File: config.mk
export PLATFORM = sky130hd
export DESIGN_NAME = flash_page_writer
export DESIGN_NICKNAME = d
export VERILOG_FILES = /design/src/rtl/fpw_pkg.sv /design/src/rtl/fpw_page_buf.sv /design/src/rtl/fpw_spi_shift.sv /design/src/rtl/fpw_seq.sv /design/src/rtl/flash_page_writer.sv
export SDC_FILE = /design/constraint.sdc
export NUM_CORES = 2
export LEC_CHECK = 0
export BUFFER_PORTS_ARGS = -buffer_cell sky130_fd_sc_hd__buf_2
export CELL_PAD_IN_SITES_DETAIL_PLACEMENT = 1
export CELL_PAD_IN_SITES_GLOBAL_PLACEMENT = 1
export CORE_MARGIN = 4
export CORE_UTILIZATION = 26
export DETAILED_ROUTE_END_ITERATION = 12
export PLACE_DENSITY_LB_ADDON = 0.1
export SYNTH_ARGS = -nofsm -noshare
export SYNTH_HDL_FRONTEND = slang
export SYNTH_SLANG_ARGS = --single-unit
export TNS_END_PERCENT = 30
File: constraint.sdc
create_clock -name clk -period 5.2 [get_ports clk]
set_clock_uncertainty 0.1 [all_clocks]
set_input_delay 1.04 -clock clk [delete_from_list [all_inputs] [get_ports clk]]
set_output_delay 1.04 -clock clk [all_outputs]
set_load 0.005 [all_outputs]
File: src/rtl/fpw_pkg.sv
`timescale 1ns/1ps
package fpw_pkg;
  localparam logic [7:0] OP_STATUS = 8'h05;
  localparam logic [7:0] OP_ARM    = 8'h06;
  localparam logic [7:0] OP_PROG   = 8'h02;

  typedef enum logic [3:0] {
    ST_IDLE, ST_RS_CMD, ST_RS_DAT, ST_CHECK, ST_REFUSE, ST_ARM, ST_GAP1,
    ST_PP_CMD, ST_PP_ADR, ST_PP_DAT, ST_GAP2, ST_PL_CMD, ST_PL_DAT, ST_PL_CHK
  } seq_st_e;

  // protect count n locks the top n eighths of the address space
  function automatic logic region_locked(logic [2:0] n, logic [2:0] top3);
    return (n != 3'd0) && ({1'b0, top3} >= (4'd8 - {1'b0, n}));
  endfunction

  // storage slot of the idx-th oldest byte in a circular buffer
  function automatic int slot_of(int wp, int cnt, int idx, int depth);
    return (wp + depth - cnt + idx) % depth;
  endfunction

  // idx-th address byte, most significant first
  function automatic logic [7:0] addr_byte(logic [31:0] a, int nbytes, int idx);
    return 8'(a >> (8 * (nbytes - 1 - idx)));
  endfunction
endpackage

File: src/rtl/fpw_page_buf.sv
`timescale 1ns/1ps
module fpw_page_buf #(
  parameter int DEPTH = 256,            // power of two
  localparam int IW = $clog2(DEPTH),
  localparam int CW = IW + 1
) (
  input  logic          clk,
  input  logic          rst_n,
  input  logic          push,
  input  logic [7:0]    din,
  input  logic          clear,
  input  logic [IW-1:0] rd_idx,
  output logic [7:0]    rd_data,
  output logic [CW-1:0] count
);
  import fpw_pkg::*;

  logic [7:0]    mem [DEPTH];
  logic [IW-1:0] wp;
  logic [CW-1:0] cnt;
  logic          full;

  assign full  = (cnt == CW'(DEPTH));
  assign count = cnt;

  always_ff @(posedge clk) begin
    if (push) mem[wp] <= din;
  end

  always_ff @(posedge clk or negedge rst_n) begin
    if (!rst_n) begin
      wp  <= '0;
      cnt <= '0;
    end else if (clear) begin
      wp  <= '0;
      cnt <= '0;
    end else if (push) begin
      wp <= wp + 1'b1;
      if (!full) cnt <= cnt + 1'b1;
    end
  end

  assign rd_data = mem[IW'(slot_of(int'(wp), int'(cnt), int'(rd_idx), DEPTH))];

  p_count_cap_r1: assert property (@(posedge clk) disable iff (!rst_n)
    cnt <= CW'(DEPTH));
  p_full_holds_r1: assert property (@(posedge clk) disable iff (!rst_n)
    (push && !clear && full) |=> (cnt == CW'(DEPTH)));
  p_clear_empties_r11: assert property (@(posedge clk) disable iff (!rst_n)
    clear |=> (cnt == '0));
endmodule

File: src/rtl/fpw_spi_shift.sv
`timescale 1ns/1ps
module fpw_spi_shift (
  input  logic       clk,
  input  logic       rst_n,
  input  logic       start,
  input  logic [7:0] tx,
  output logic       active,
  output logic       done,
  output logic [7:0] rx,
  output logic       sck,
  output logic       mosi,
  input  logic       miso
);
  logic       act_q, sck_q, done_q;
  logic [7:0] sh, rx_q;
  logic [2:0] bitn;

  always_ff @(posedge clk or negedge rst_n) begin
    if (!rst_n) begin
      act_q <= 1'b0; sck_q <= 1'b0; done_q <= 1'b0;
      sh <= '0; rx_q <= '0; bitn <= '0;
    end else begin
      done_q <= 1'b0;
      if (!act_q) begin
        if (start) begin
          act_q <= 1'b1;
          sh    <= tx;
          bitn  <= '0;
        end
      end else if (!sck_q) begin
        sck_q <= 1'b1;                      // rising edge: both sides sample
        rx_q  <= {rx_q[6:0], miso};
      end else begin
        sck_q <= 1'b0;                      // falling edge: next bit out
        if (bitn == 3'd7) begin
          act_q  <= 1'b0;
          done_q <= 1'b1;
        end else begin
          bitn <= bitn + 1'b1;
          sh   <= {sh[6:0], 1'b0};
        end
      end
    end
  end

  assign active = act_q;
  assign done   = done_q;
  assign rx     = rx_q;
  assign sck    = sck_q;
  assign mosi   = sh[7];

  p_sck_idle_low_r9: assert property (@(posedge clk) disable iff (!rst_n)
    !act_q |-> !sck_q);
  p_sck_half_rate_r9: assert property (@(posedge clk) disable iff (!rst_n)
    sck_q |=> !sck_q);
  p_mosi_steady_high_r9: assert property (@(posedge clk) disable iff (!rst_n)
    (act_q && sck_q) |-> $stable(sh));
endmodule

File: src/rtl/fpw_seq.sv
`timescale 1ns/1ps
module fpw_seq #(
  parameter int AW    = 24,
  parameter int DEPTH = 256,
  localparam int AB = AW / 8,
  localparam int IW = $clog2(DEPTH),
  localparam int CW = IW + 1
) (
  input  logic          clk,
  input  logic          rst_n,
  input  logic          write,
  input  logic          wren,
  input  logic [AW-1:0] addr,
  input  logic [CW-1:0] buf_cnt,
  input  logic [7:0]    buf_rd,
  output logic [IW-1:0] buf_idx,
  output logic          buf_clear,
  output logic          busy,
  output logic          refused,
  output logic          cs_n,
  output logic          sh_start,
  output logic [7:0]    sh_tx,
  input  logic          sh_done,
  input  logic [7:0]    sh_rx
);
  import fpw_pkg::*;

  seq_st_e       st;
  logic [AW-1:0] addr_q;
  logic [7:0]    stat_q;
  logic [CW-1:0] idx;
  logic          busy_q, ref_q, ref_step, cs_q, issued, need_tx;

  // named events for assertions
  logic accept_ev, cancel_ev, finish_ev, locked;
  assign accept_ev = (st == ST_IDLE) && write && wren;
  assign locked    = region_locked(stat_q[4:2], addr_q[AW-1 -: 3]);
  assign cancel_ev = (st == ST_CHECK) && locked;
  assign finish_ev = (st == ST_PL_CHK) && !stat_q[0];

  always_comb begin
    need_tx = 1'b1;
    sh_tx   = 8'h00;
    case (st)
      ST_RS_CMD, ST_PL_CMD: sh_tx = OP_STATUS;
      ST_RS_DAT, ST_PL_DAT: sh_tx = 8'h00;
      ST_ARM:               sh_tx = OP_ARM;
      ST_PP_CMD:            sh_tx = OP_PROG;
      ST_PP_ADR:            sh_tx = addr_byte(32'(addr_q), AB, int'(idx));
      ST_PP_DAT:            sh_tx = buf_rd;
      default:              need_tx = 1'b0;
    endcase
  end

  assign sh_start  = need_tx && !issued;
  assign buf_idx   = idx[IW-1:0];
  assign buf_clear = finish_ev || ((st == ST_REFUSE) && ref_step);
  assign busy      = busy_q;
  assign refused   = ref_q;
  assign cs_n      = cs_q;

  always_ff @(posedge clk or negedge rst_n) begin
    if (!rst_n) begin
      st <= ST_IDLE; addr_q <= '0; stat_q <= '0; idx <= '0;
      busy_q <= 1'b0; ref_q <= 1'b0; ref_step <= 1'b0; cs_q <= 1'b1; issued <= 1'b0;
    end else begin
      if (sh_start) issued <= 1'b1;
      if (sh_done)  issued <= 1'b0;
      case (st)
        ST_IDLE: if (accept_ev) begin
          addr_q <= addr; busy_q <= 1'b1; cs_q <= 1'b0; st <= ST_RS_CMD;
        end
        ST_RS_CMD: if (sh_done) st <= ST_RS_DAT;
        ST_RS_DAT: if (sh_done) begin
          stat_q <= sh_rx; cs_q <= 1'b1; st <= ST_CHECK;
        end
        ST_CHECK: if (locked) begin
          busy_q <= 1'b0; ref_q <= 1'b1; ref_step <= 1'b0; st <= ST_REFUSE;
        end else begin
          cs_q <= 1'b0; st <= ST_ARM;
        end
        ST_REFUSE: if (!ref_step) ref_step <= 1'b1;
                   else begin ref_q <= 1'b0; st <= ST_IDLE; end
        ST_ARM: if (sh_done) begin cs_q <= 1'b1; st <= ST_GAP1; end
        ST_GAP1: begin cs_q <= 1'b0; st <= ST_PP_CMD; end
        ST_PP_CMD: if (sh_done) begin idx <= '0; st <= ST_PP_ADR; end
        ST_PP_ADR: if (sh_done) begin
          if (idx == CW'(AB - 1)) begin
            idx <= '0;
            if (buf_cnt == '0) begin cs_q <= 1'b1; st <= ST_GAP2; end
            else st <= ST_PP_DAT;
          end else idx <= idx + 1'b1;
        end
        ST_PP_DAT: if (sh_done) begin
          if (idx == buf_cnt - 1'b1) begin cs_q <= 1'b1; st <= ST_GAP2; end
          idx <= idx + 1'b1;
        end
        ST_GAP2: begin cs_q <= 1'b0; st <= ST_PL_CMD; end
        ST_PL_CMD: if (sh_done) st <= ST_PL_DAT;
        ST_PL_DAT: if (sh_done) begin
          stat_q <= sh_rx; cs_q <= 1'b1; st <= ST_PL_CHK;
        end
        ST_PL_CHK: if (stat_q[0]) begin cs_q <= 1'b0; st <= ST_PL_CMD; end
                   else begin busy_q <= 1'b0; st <= ST_IDLE; end
        default: st <= ST_IDLE;
      endcase
    end
  end

  p_accept_busy_r2: assert property (@(posedge clk) disable iff (!rst_n)
    accept_ev |=> busy_q);
  p_wren_low_idle_r3: assert property (@(posedge clk) disable iff (!rst_n)
    ((st == ST_IDLE) && !wren) |=> (!busy_q && cs_q));
  p_cs_inside_busy_r9: assert property (@(posedge clk) disable iff (!rst_n)
    !cs_q |-> busy_q);
  p_busy_until_clear_r6: assert property (@(posedge clk) disable iff (!rst_n)
    ($fell(busy_q) && !ref_q) |-> $past(finish_ev));
  p_refuse_rise_r7: assert property (@(posedge clk) disable iff (!rst_n)
    $rose(ref_q) |=> ref_q);
  p_refuse_two_r7: assert property (@(posedge clk) disable iff (!rst_n)
    (ref_q && $past(ref_q)) |=> !ref_q);
  p_refuse_quiet_r7: assert property (@(posedge clk) disable iff (!rst_n)
    ref_q |-> (!busy_q && cs_q));
  p_cancel_starts_r7: assert property (@(posedge clk) disable iff (!rst_n)
    cancel_ev |=> $rose(ref_q));
  p_status_kept_r7: assert property (@(posedge clk) disable iff (!rst_n)
    (st == ST_GAP1) |-> $stable(stat_q));
endmodule

File: src/rtl/flash_page_writer.sv
`timescale 1ns/1ps
module flash_page_writer #(
  parameter int ADDR_W = 24,            // 24 or 32
  parameter int PAGE   = 256,
  localparam int IW = $clog2(PAGE),
  localparam int CW = IW + 1
) (
  input  logic              clk,
  input  logic              rst_n,
  input  logic              load_byte,
  input  logic [7:0]        load_data,
  input  logic              write_enable,
  input  logic              write_strobe,
  input  logic [ADDR_W-1:0] start_addr,
  output logic              busy,
  output logic              wr_refused,
  output logic              flash_sck,
  output logic              flash_cs_n,
  output logic              flash_mosi,
  input  logic              flash_miso
);
  logic          push, clr, sh_start, sh_done, sh_active;
  logic [7:0]    rd_data, sh_tx, sh_rx;
  logic [IW-1:0] rd_idx;
  logic [CW-1:0] cnt;

  assign push = load_byte && !busy;

  fpw_page_buf #(.DEPTH(PAGE)) u_buf (
    .clk(clk), .rst_n(rst_n), .push(push), .din(load_data), .clear(clr),
    .rd_idx(rd_idx), .rd_data(rd_data), .count(cnt)
  );

  fpw_seq #(.AW(ADDR_W), .DEPTH(PAGE)) u_seq (
    .clk(clk), .rst_n(rst_n), .write(write_strobe), .wren(write_enable),
    .addr(start_addr), .buf_cnt(cnt), .buf_rd(rd_data), .buf_idx(rd_idx),
    .buf_clear(clr), .busy(busy), .refused(wr_refused), .cs_n(flash_cs_n),
    .sh_start(sh_start), .sh_tx(sh_tx), .sh_done(sh_done), .sh_rx(sh_rx)
  );

  fpw_spi_shift u_spi (
    .clk(clk), .rst_n(rst_n), .start(sh_start), .tx(sh_tx), .active(sh_active),
    .done(sh_done), .rx(sh_rx), .sck(flash_sck), .mosi(flash_mosi), .miso(flash_miso)
  );

  p_no_shift_idle_r9: assert property (@(posedge clk) disable iff (!rst_n)
    !busy |-> !sh_active);
endmodule

* Word level (Yosys, flattened, before mapping)
Memories as Yosys holds them, arrays and structs flattened.
Index checks and enable logic that the tools add are counted.
** Storage, ports and cells
- Logic and storage cells :: 172
- RAM bits :: 2048
- Output and inout bits :: 5
- Memories kept :: 1
- Bits in registers :: 83
** Cells by class
- Multiplexer cells :: 66
- Magnitude comparators :: 1
- Reductions and logical operators :: 37
- Shift operators :: 1
- Equal/unequal tests :: 38
- Bitwise operators :: 1
- Add/subtract/negate cells :: 10
** Memory list
- u_buf.mem :: words 256, width 8, rd ports 1, clocked after memory_dff 0, write ports 1, line fpw_page_buf.sv:18 : logic [7:0] mem [DEPTH];
** Operators by type and width (count)
- $mux W9 :: 7
- $pmux W4 S14 :: 1
- $mux W4 :: 13
- $mux W8 :: 6
- $pmux W8 S5 :: 1
- $ne A2 B1 Y1 const B :: 16
- $shr A24 B32 Y8 :: 1
- $mux W1 :: 28
- $pmux W9 S3 :: 1
- $eq A4 B4 Y1 const B :: 6
- $add A9 B1 Y9 const B :: 2
- $add A8 B1 Y8 const B :: 2
- $eq A4 B3 Y1 const B :: 4
- $mux W3 :: 4
- $reduce_and A12 Y1 :: 1
- $ne A2 B2 Y1 const B :: 5
- $reduce_and A10 Y1 :: 1
- $reduce_and A2 Y1 :: 5
- $sub A2 B9 Y10 const A :: 1
- $eq A9 B2 Y1 const B :: 1
- $eq A9 B9 Y1 :: 1
- $eq A9 B9 Y1 const B :: 1
- $logic_not A9 Y1 :: 1
- $reduce_bool A3 Y1 :: 3
- 25 further kinds :: 42

* Longest topological paths before layout
An unclocked memory read counts as a cell.
- Word-level depth :: 7
- Mapped depth :: 18
- Gate-level depth less buffers :: 14

* By module
From an unflattened synthesis, not the netlist that was laid out.
** Second synthesis, totals
- Cells, all modules :: 4349
- Area, all modules :: 85488.2 sq um
** By module, submodules not included
- fpw_page_buf :: instances 1, area an instance 81285.5 sq um, cells an instance 3939
- fpw_seq :: instances 1, area an instance 3100.5 sq um, cells an instance 327
- fpw_spi_shift :: instances 1, area an instance 1088.5 sq um, cells an instance 82
- flash_page_writer :: instances 1, area an instance 13.8 sq um, cells an instance 1

* Worst setup path after synthesis
No wires, ideal clock.
- Path kind :: register -> register
- Start point :: register u_seq.idx[0]
- End point :: register u_spi.sh[7]
- Data required time :: 4.965 ns
- Cell stages (with the launch flop) :: 16
- Library setup time :: 0.135 ns
- Arrival time :: 3.483 ns
- Setup slack :: 1.482 ns
- Cells stage by stage :: dfrtp_1 inv_1 ha_1 inv_1 ha_1 inv_1 fa_1 buf_4 buf_4 buf_2 buf_1 mux4_2 a2111oi_0 o32ai_1 nor4_1 o31ai_1
** On the way
- Cells in the longest elaborated chain, start to end :: 5
- Elaborated cells between the ends (all ways) :: 7
** Ends and longest elaborated chain
- start, declared :: line fpw_seq.sv:31 : logic [CW-1:0] idx;
- start signal, assigned :: line fpw_seq.sv:92 : end else idx <= idx + 1'b1;
- start signal, assigned :: line fpw_seq.sv:96 : idx <= idx + 1'b1;
- $add A8 B8 Y8 / $sub A2 B9 Y10 (equally long branches) :: line fpw_pkg.sv:19, fpw_pkg.sv:24
- $mem_v2 Z256 W8 / $shr A24 B32 Y8 (equally long branches)
- $pmux W8 S5 (*) :: line fpw_seq.sv:44 : case (st)
- $mux W8 (*) :: line fpw_spi_shift.sv:25 : if (start) begin
- $mux W8 (*) :: line fpw_spi_shift.sv:24 : if (!act_q) begin
- end signal, assigned :: line fpw_spi_shift.sv:27 : sh <= tx;
- end signal, assigned :: line fpw_spi_shift.sv:40 : sh <= {sh[6:0], 1'b0};
- end, declared :: line fpw_spi_shift.sv:15 : logic [7:0] sh, rx_q;
Mark *: on every way between the ends. The rest lies on a longest branch, timed or not. The select of a mux whose other input is x is not followed.
A chain may end at the register's enable or synchronous reset.

* Worst setup path in the final report
- Start point :: register u_seq.idx[0]
- End point :: register u_spi.sh[3]
Same word-level chain as after synthesis.

==> qor.txt <==
status = finished, final reports clean
Clock Tree Buf Depth = 4
CP required = 5850 ps
area delta synth->final = 18.5%
Starting Density = 26.2%
EDFF count, synth = 2,048
Congestion Overflow GR = 0
Max Cap Violations = 0
vias = 42,488
Max-slew headroom = 17.3%
commonest cells after routing, fill and taps aside = 2,048 x edfxtp_1, 554 x mux4_2, 333 x nor2_1
initial antenna violation count = 20
wirelength, routed = 269,000 µm
crit end category = flip-flop
CTS tree = yes
crit path kind = reg -> reg
RSZ-0062 raised after global routing = no
clock latency on the worst-skew pair = 900 ps
Worst Path Max Fanout = 25
Final GP Congestion = 0.775
H-tree depth = 4
Slew @ Worst Pin = 1230 ps
hold crit path type = in -> async
Antenna Violating Nets Remaining = 0
yosys warns = 0
# port buffers = 42
Total Routing Usage GR = 15.9%
Die X-Extent = 579 µm
R2R setup slack = 170 ps
Main synth FF type = edfxtp_1
#FFs+latches synth = 2,130
Syn Inst Count = 4,196
total die area = 336,000 µm²
CTS buffer count = 242
Final Core Density = 31.0%
root cell of the clock tree = clkbuf_16
Post CTS Setup Buffer Count = 0
vias in the first global route = 45,798
setup TNS = 0 ps
Async SR Flop Fraction = 3.85%
Final Cycle Share = 96.7%
placement row count = 209
register area share after synthesis = 74.9%
WP data arrival = 5670 ps
Mapped Area = 84,900 µm²
crit path launch type = flip-flop
Final Max Slew Viols = 0
post-DP HPWL = 171,000 µm
share of cells above drive strength 1 = 30.2%
vias per inst = 4.65
Unique masters post-synth = 79
residual DRC count = 0
Pre-Repair DR Iteration Count = 5
io pins = 43
Die H = 579 µm
WL/cell = 29.4 µm
# clock sinks = 2,130
syn_nets = 4,265
Max Clk Rate = 199 MHz
largest net degree at the start of global routing = 127
Mapped Avg Cell Area = 20.2 µm²
Initial DRC Count = 3,428
most common cell after layout, fill and taps aside = edfxtp_1
Final nets = 4,672
Final setup viols = 0
core area = 325,000 µm²
final hold violations = 0
post-route minimum period = 5030 ps
first-pass GRT wire length = 378,000 µm
clock slew at reported path FFs = 60 ps
-- logic make-up after synthesis --
family / share of synthesized area (%)
buf+inv: 1.71
xor+xnor: 0.379
compound gates: 2.09
simple gates: 3.97
mux: 16.5
fa+ha+maj: 0.519
flops: 74.9
-- synthesized netlist by cell type (10+ instances only) --
library cell	number	area share (%)
mux4_2	554	15
a31oi_1	16	0.12
nand4_1	14	0.10
o22ai_1	34	0.25
nor4_1	21	0.15
inv_1	41	0.18
clkbuf_1	101	0.45
buf_6	16	0.21
nor3_1	18	0.11
nand2_1	237	1.0
a2111oi_0	10	0.10
buf_4	53	0.47
buf_1	16	0.071
dfrtp_1	81	2.4
mux2_2	88	1.2
mux2i_1	50	0.59
a311oi_1	11	0.11
nand3_1	74	0.44
xor2_1	14	0.14
a21oi_1	37	0.22
and3_1	17	0.13
buf_2	56	0.33
o31ai_1	13	0.11
xnor2_1	19	0.20
nor2b_1	12	0.088
o21ai_0	35	0.21
ha_1	24	0.35
nor2_1	336	1.5
edfxtp_1	2048	72
-- state kept, by name, indices dropped and copies added, names as in the netlist, 3 cells and up --
register      cells
u_buf.wp          8
u_buf.count       9
u_spi.rx          5
u_seq.stat_q      4
u_seq.addr_q     24
u_spi.bitn        3
u_buf.mem      2048
u_seq.idx         9
u_spi.sh          8
u_seq.st          4
-- worst paths after layout --
check | start | end | cells after the start
max | u_seq.idx[0] | u_spi.sh[3] | 14
min | rst_n | u_seq.refused | 1
max reg2reg | u_seq.idx[0] | u_spi.sh[3] | 14
min reg2reg | u_spi.rx[4] | u_seq.stat_q[4] | 2
max in group asynchronous | rst_n | u_seq.addr_q[4] | 2
min in group clk | start_addr[18] | u_seq.addr_q[18] | 2
-- what timing repair did --
item	4_1_cts	5_1_grt
hold buffers	0	0
resized for setup	0	1
setup endpoints to repair	0	1
-- critical path, cell delays in order, from the launching register on --
cell     delay (ps)
dfrtp_1         380
inv_1           140
ha_1            250
inv_1           120
ha_4            170
inv_1            60
fa_4           1000
buf_12          230
buf_12          240
mux4_2          350
mux4_2          530
mux2i_1         620
o32ai_1         230
nor4_1          250
o31ai_1         140
-- area by class of cell --
class / count / area (µm²)
clock buffers: 279 / 6220
inverters: 42 / 158
clock inverters: 166 / 1640
flip-flops and latches: 2130 / 63600
multi-input cells: 1782 / 20100
diodes: 6 / 15.0
repair buffers: 405 / 3510
well taps: 4325 / 5410
fillers: 32416 / 224000
-- metal layers --
layer | routed length, µm | track usage, % | vias up
li1 | - | - | 18022
met1 | 128000 | 23.4 | 23310
met2 | 125000 | 25.1 | 842
met3 | 10500 | 2.10 | 312
met4 | 5490 | 3.42 | 2
met5 | 13 | 0 | -
-- stage by stage --
stage / hold slack (ps) / setup slack (ps) / cells / instance area, µm²
3_3_place_gp: 370 / 179 / 8684 / 92700
5_1_grt: 74.0 / 8.14 / 9130 / 101000
2_1_floorplan: 346 / 1480 / 4196 / 84900
4_1_cts: 38.2 / 210 / 9129 / 101000
6_report: 84.0 / 171 / 9135 / 101000
3_5_place_dp: 383 / 264 / 8684 / 92700
Power is left out: the tool's default activity adds up to more than one toggle a clock period on the data nets, which glitch-free logic cannot reach.
